[config.mk]
export PLATFORM = sky130hd
export DESIGN_NAME = edge_scan_register
export DESIGN_NICKNAME = d
export VERILOG_FILES = /design/src/rtl/esr_pkg.sv /design/src/rtl/esr_cell.sv /design/src/rtl/esr_bypass.sv /design/src/rtl/edge_scan_register.sv
export SDC_FILE = /design/constraint.sdc
export NUM_CORES = 1
export LEC_CHECK = 0
export BUFFER_PORTS_ARGS = -buffer_cell sky130_fd_sc_hd__clkbuf_2
export CORE_UTILIZATION = 56
export CTS_BUF_LIST = sky130_fd_sc_hd__clkbuf_4 sky130_fd_sc_hd__clkbuf_8 sky130_fd_sc_hd__clkbuf_16
export CTS_CLUSTER_DIAMETER = 40
export DETAILED_ROUTE_END_ITERATION = 8
export PLACE_DENSITY = 0.87
export SETUP_SLACK_MARGIN = 0.1
export SLEW_MARGIN = 15
export SYNTH_ARGS = -nofsm -noshare
export SYNTH_HDL_FRONTEND = slang
export SYNTH_HIERARCHICAL = 1
export SYNTH_SLANG_ARGS = --single-unit
[constraint.sdc]
create_clock -name clk -period 2.6 [get_ports clk]
set_input_delay 0.26 -clock clk [delete_from_list [all_inputs] [get_ports clk]]
set_output_delay 0.26 -clock clk [all_outputs]
set_load 0.01 [all_outputs]
[src/rtl/esr_pkg.sv]
package esr_pkg;

  typedef enum logic [1:0] {
    OP_EXT_TEST = 2'b00,
    OP_SAMPLING = 2'b01,
    OP_RESERVED = 2'b10,
    OP_BYPASS   = 2'b11
  } op_e;

  typedef struct packed {
    logic chain_sel;  // boundary chain owns the serial path
    logic byp_sel;    // single bypass bit owns the serial path
    logic drive_upd;  // update stages drive pins and core
  } op_dec_t;

  function automatic op_dec_t decode_op(input logic [1:0] code);
    op_dec_t d;
    d.chain_sel = (code == OP_EXT_TEST) || (code == OP_SAMPLING);
    d.byp_sel   = !d.chain_sel;
    d.drive_upd = (code == OP_EXT_TEST);
    return d;
  endfunction

endpackage

[src/rtl/esr_cell.sv]
module esr_cell (
  input  logic clk,
  input  logic rst_n,
  input  logic sel,
  input  logic drive_upd,
  input  logic capture_en,
  input  logic shift_en,
  input  logic update_en,
  input  logic scan_prev,
  input  logic func_in,
  output logic cap_q,
  output logic func_out
);

  logic upd_q;

  always_ff @(posedge clk or negedge rst_n) begin
    if (!rst_n) begin
      cap_q <= 1'b0;
    end else if (sel) begin
      if (shift_en)        cap_q <= scan_prev;
      else if (capture_en) cap_q <= func_in;
    end
  end

  always_ff @(posedge clk or negedge rst_n) begin
    if (!rst_n)                upd_q <= 1'b0;
    else if (sel && update_en) upd_q <= cap_q;
  end

  always_comb func_out = drive_upd ? upd_q : func_in;

  AST_SHIFT_FROM_NEIGHBOUR: assert property (@(posedge clk) disable iff (!rst_n)
    sel && shift_en |=> cap_q == $past(scan_prev));
  AST_CAPTURE_FUNC: assert property (@(posedge clk) disable iff (!rst_n)
    sel && capture_en && !shift_en |=> cap_q == $past(func_in));
  AST_SHIFT_WINS: assert property (@(posedge clk) disable iff (!rst_n)
    sel && capture_en && shift_en |=> cap_q == $past(scan_prev));
  AST_UPD_HOLD: assert property (@(posedge clk) disable iff (!rst_n)
    !(sel && update_en) |=> $stable(upd_q));
  AST_CHAIN_IDLE_UNSEL: assert property (@(posedge clk) disable iff (!rst_n)
    !sel |=> $stable(cap_q));

endmodule

[src/rtl/esr_bypass.sv]
module esr_bypass (
  input  logic clk,
  input  logic rst_n,
  input  logic sel,
  input  logic capture_en,
  input  logic shift_en,
  input  logic ser_in,
  output logic byp_q
);

  always_ff @(posedge clk or negedge rst_n) begin
    if (!rst_n) begin
      byp_q <= 1'b0;
    end else if (sel) begin
      if (shift_en)        byp_q <= ser_in;
      else if (capture_en) byp_q <= 1'b0;
    end
  end

  AST_BYP_CAPTURE_ZERO: assert property (@(posedge clk) disable iff (!rst_n)
    sel && capture_en && !shift_en |=> !byp_q);
  AST_BYP_SHIFT_IN: assert property (@(posedge clk) disable iff (!rst_n)
    sel && shift_en |=> byp_q == $past(ser_in));
  AST_BYP_HOLD: assert property (@(posedge clk) disable iff (!rst_n)
    !sel |=> $stable(byp_q));

endmodule

[src/rtl/edge_scan_register.sv]
module edge_scan_register #(
  parameter int N_IN  = 4,
  parameter int N_OUT = 4
) (
  input  logic             clk,
  input  logic             rst_n,
  input  logic [1:0]       op_code,
  input  logic             capture_en,
  input  logic             shift_en,
  input  logic             update_en,
  input  logic             ser_in,
  output logic             ser_out,
  input  logic [N_IN-1:0]  pin_in,
  output logic [N_IN-1:0]  core_in,
  input  logic [N_OUT-1:0] core_out,
  output logic [N_OUT-1:0] pin_out
);
  import esr_pkg::*;

  localparam int TOTAL = N_IN + N_OUT;

  op_dec_t          dec;
  logic [TOTAL:0]   link;
  logic [TOTAL-1:0] func_src;
  logic [TOTAL-1:0] func_dst;
  logic             byp_q;

  always_comb dec = decode_op(op_code);

  assign func_src    = {core_out, pin_in};
  assign link[TOTAL] = ser_in;

  for (genvar g = 0; g < TOTAL; g++) begin : g_cell
    esr_cell u_cell (
      .clk        (clk),
      .rst_n      (rst_n),
      .sel        (dec.chain_sel),
      .drive_upd  (dec.drive_upd),
      .capture_en (capture_en),
      .shift_en   (shift_en),
      .update_en  (update_en),
      .scan_prev  (link[g+1]),
      .func_in    (func_src[g]),
      .cap_q      (link[g]),
      .func_out   (func_dst[g])
    );
  end

  esr_bypass u_bypass (
    .clk        (clk),
    .rst_n      (rst_n),
    .sel        (dec.byp_sel),
    .capture_en (capture_en),
    .shift_en   (shift_en),
    .ser_in     (ser_in),
    .byp_q      (byp_q)
  );

  assign core_in = func_dst[N_IN-1:0];
  assign pin_out = func_dst[TOTAL-1:N_IN];
  assign ser_out = dec.byp_sel ? byp_q : link[0];

  AST_PINS_TRANSPARENT: assert property (@(posedge clk) disable iff (!rst_n)
    op_code != 2'b00 |-> pin_out == core_out && core_in == pin_in);
  AST_EXTEST_IGNORES_CORE: assert property (@(posedge clk) disable iff (!rst_n)
    op_code == 2'b00 && $past(op_code) == 2'b00 && !$past(update_en)
    |-> $stable(pin_out));
  AST_BYPASS_OUT: assert property (@(posedge clk) disable iff (!rst_n)
    op_code[1] && $past(op_code[1]) && $past(shift_en) |-> ser_out == $past(ser_in));

endmodule

==> results <==
- The H-tree depth reported by CTS is 1.
- In the global route stage, overall resource usage came out at 0.231.
- Setup slack on the critical path of the routed design comes to 1210 ps.
- The number of antenna violations at the first check in global routing came to 0.
- The arrival time reported for the critical path endpoint is 1130 ps.
- In the routed layout, each cell is associated on average with a via count of 5.67.
- Counting every instance in the synthesized netlist gives 87.
- The number of storage elements in the synthesis netlist is 17.
- Synthesis produced a netlist with a net count of 103.
- Registers take 425 sq um.
- For the final routed database, the setup TNS stands at 0 ps.
- The flow ran to the end, and the final reports show no timing, DRC or antenna violations.
- In this run the critical register-to-register path is captured at g_cell[6].u_cell/cap_q.
- Of the total power, the share spent switching nets is 0.294.
- The power spent charging and discharging nets is 0.203 mW.
- The buffer cell driving the clock tree root is sky130_fd_sc_hd__clkbuf_4.
- Across the run, the number of max-cap violations was 0.
- Pin placement for this block handled 25 I/O pins.
- The hold-fix buffer count after cts is 1.
- The end point of the critical path is pin_out[1].
- The internal reg-to-reg setup slack is 1730 ps.
- At the end of routability-driven placement, the weighted congestion stood at 0.761.
- The post-cts sizing count is 0.
- The startpoint of the most critical register-to-register path is g_cell[7].u_cell/cap_q.
- The insertion delay of the later-clocked pin in the worst-skew pair is 300 ps.
- The total detailed-routing wirelength is 2.07 mm.
- The worst slack at placement is 1070 ps.
- The routed wire length per instance is 14.6 um.
- The via count of the first global-routing pass is 781.
- The overall power is 0.691 mW.
- In the final layout, the multi-input gates occupy 584 sq um.
- The total die area is 2050 sq um.
- After floorplanning, the core was sized to cover 1750 sq um.
- The analysis attributes to cell leakage a power of 0.645 nW.
- The initialized floorplan defines 15 standard-cell rows.
- The final count of hold timing violations is 0.
- The clock arrives with 7.49 ps of skew.
- The number of buffers on the longest clock path is 2.
- The largest net degree at the start of global routing is 33.
- Of the synthesized area, sequential elements account for 0.406.
- In this design, the stage delay of the slowest critical-path cell is 340 ps.
- Tracing the worst setup path back leads to its startpoint at op_code[1].
- The signal on the critical path passes through clkbuf_2, nor2_1, buf_4, mux2_2, clkbuf_2.
- Buffers added to address setup during post-CTS repair amount to 0.
- The tree built by TritonCTS fans out to 17 sinks.
- STA puts the critical path data required time at 2340 ps.
- The power share of the combinational group is 0.281.
- After synthesis, the cell types taking the most area are sky130_fd_sc_hd__dfrtp_1, sky130_fd_sc_hd__mux2_4, sky130_fd_sc_hd__a211oi_2.
- The initial cell density of the core is 0.600.
- By instance count, the cell type seen most on the critical path is sky130_fd_sc_hd__clkbuf_2.
- The number of placed instances with taps included is 136.
- The total of warnings raised by yosys is 6.
- Global routing finished with a remaining overflow of 0.
- The number of detailed-routing iterations run before antenna repair is 4.
- The total CTS buffers is 3.
- The part of the power in the clock network is 0.214.
- The total of buffers placed on input and output ports is 24.
- The count of fill cells added during filler insertion is 140.
- The share of total power dissipated in sequential elements is 0.505.
- Setup repair after global routing left no endpoint under its margin.
- The die boundary width is 45.2 um.
- The critical path start-end classification is in2out.
- The number of antenna cells inserted is 0.
- Cell internal power was estimated by the tool at 0.487 mW.
- The detail route stage leaves a number of antenna-violating nets equal to 0.
- The class of the tightest hold or removal check is in2reg.
- The final routed DRC violation total is 0.
- The wire-length estimate of the detail-placed layout is 1.37 mm.
- For this block, the via count after detailed routing is 799.
- The post-route cell area is 1240 sq um.
- TritonCTS built the clock tree.
- The worst relative slew slack is 0.540.
- The max-slew violation count is 0.
- Measured on the finished design, the core utilization comes to 0.710.
- For the pin with the worst max-slew slack, the measured transition is 689 ps.
- Setup violations remaining at the end of the flow were counted as 0.
- The layout-stage area growth over the synthesis result is 18.4%.
- The number of design-rule violations left by the first detailed-router iteration is 8.
- The cell taking the most area after synthesis is sky130_fd_sc_hd__dfrtp_1.
- The wire length of the first global-routing pass is 3.35 mm.
- Of all nets on the critical path, the largest fanout is 8.
- The instance area at placement is 1200 sq um.
- Leaving out filler cells and counting taps, the final layout contains 141.
- The total standard cell area after synthesis is 1050 sq um.
- The depth of the worst register-to-register path is 2.
- The top flip-flop cell by instance count after synthesis is sky130_fd_sc_hd__dfrtp_1.
- The maximum vdd ir drop is 378 uV.
- The critical path launch point type is an input pin.
- In this run the power density over the cells is 557 nW/um^2.
- Each instance of the synthesized netlist takes up on average 12.0 sq um.
- Counting flops with an async set or reset pin after synthesis yields a share of 1.00.
- The timing-limited maximum frequency is 719 MHz.
- The most numerous cell in the Yosys netlist is sky130_fd_sc_hd__dfrtp_1.
- The final critical-path share of the clock period is 0.535.
- Of the cells placed in the final design, the portion with a size suffix greater than 1 is 0.466.
- The clock input transition at the sequential cells of the worst setup and hold paths is 110 ps.
- In the synthesized netlist, the cells that appear most often are sky130_fd_sc_hd__dfrtp_1, sky130_fd_sc_hd__inv_1, sky130_fd_sc_hd__mux2_4.
- The die span in y is 45.2 um.
- The startpoint identified for the worst hold timing path is ser_in.
- The final net count is 133.
- The count of unique library cells instantiated by Yosys is 13.
- The smallest clock period supported by the final layout is computed as 1390 ps.
- Hold is met by 226 ps.
- The portion of synthesized cell area occupied by the leading cell type is 0.406.
- STA classifies the critical path endpoint as an output pin.
- The number of enable-type register cells in the synthesized netlist is 0.
- The slowest cell on the critical path is sky130_fd_sc_hd__mux2_2.
[routing by layer]
layer  global-route usage  part of all wire  wire length (um)
met1                0.279              0.45               933
met5                    0                 0                 0
met3               0.0360             0.034                71
met4                0.109            0.0082                17
met2                0.400              0.51              1040
[worst max-delay path: cells and delay by family]
kind	cells	cell delay (ps)
buffers and inverters	3	430
and+or+nand+nor	1	90
muxes	1	340
[how the worst min path moves through the flow]
stage / endpoint / slack [ps] / depth (start not counted)
after global routing: u_bypass/byp_q / 220 / 2
after global placement: g_cell[2].u_cell/cap_q / 210 / 1
after detailed placement: g_cell[2].u_cell/upd_q / 220 / 1
after CTS: u_bypass/byp_q / 220 / 2
final: u_bypass/byp_q / 230 / 2
after floorplan: g_cell[0].u_cell/cap_q / -40 / 0
[cells by family after synthesis]
| group | count (synthesis) | synth area share |
|---|---|---|
| AOI/OAI and AO/OA | 18 | 0.148 |
| muxes | 17 | 0.215 |
| DFF | 17 | 0.406 |
| and+or+nand+nor | 25 | 0.195 |
| buffers and inverters | 10 | 0.0358 |
[power by group through the flow]
stage | Sequential [mW] | Clock (mW) | Combinational, mW
detailed placement | 0.354 | 0 | 0.193
CTS | 0.349 | 0.151 | 0.196
finish | 0.349 | 0.148 | 0.194
global route | 0.357 | 0.164 | 0.211
floorplan | 0.342 | 0 | 0.138
global placement | 0.351 | 0 | 0.187
[layout by cell type, fill, tap and decap left out]
master / instances
sky130_fd_sc_hd__a32o_1: 1
sky130_fd_sc_hd__dfrtp_1: 17
sky130_fd_sc_hd__nor2_1: 1
sky130_fd_sc_hd__mux2_2: 8
sky130_fd_sc_hd__mux2_4: 9
sky130_fd_sc_hd__clkbuf_4: 3
sky130_fd_sc_hd__o21ai_0: 8
sky130_fd_sc_hd__clkbuf_2: 24
sky130_fd_sc_hd__a211oi_2: 8
sky130_fd_sc_hd__nand2_1: 8
sky130_fd_sc_hd__buf_4: 1
sky130_fd_sc_hd__dlygate4sd3_1: 1
sky130_fd_sc_hd__and3b_1: 8
sky130_fd_sc_hd__o21ai_1: 1
sky130_fd_sc_hd__inv_1: 9
sky130_fd_sc_hd__clkinv_2: 1
sky130_fd_sc_hd__and4bb_1: 8
[registers in the layout, indices dropped and copies added (netlist names)]
signal               count
g_cell.u_cell/cap_q      8
g_cell.u_cell/upd_q      8
u_bypass/byp_q           1
[cell type report]
type / instances / share of cell area
clock buffers: 3 / 0.0182
well taps: 25 / 0.0252
clock inverters: 1 / 0.00404
multi-input cells: 60 / 0.471
inverters: 9 / 0.0272
repair buffers: 26 / 0.111
flip-flops and latches: 17 / 0.343
Note: power is estimated with default switching activity, not from simulation.
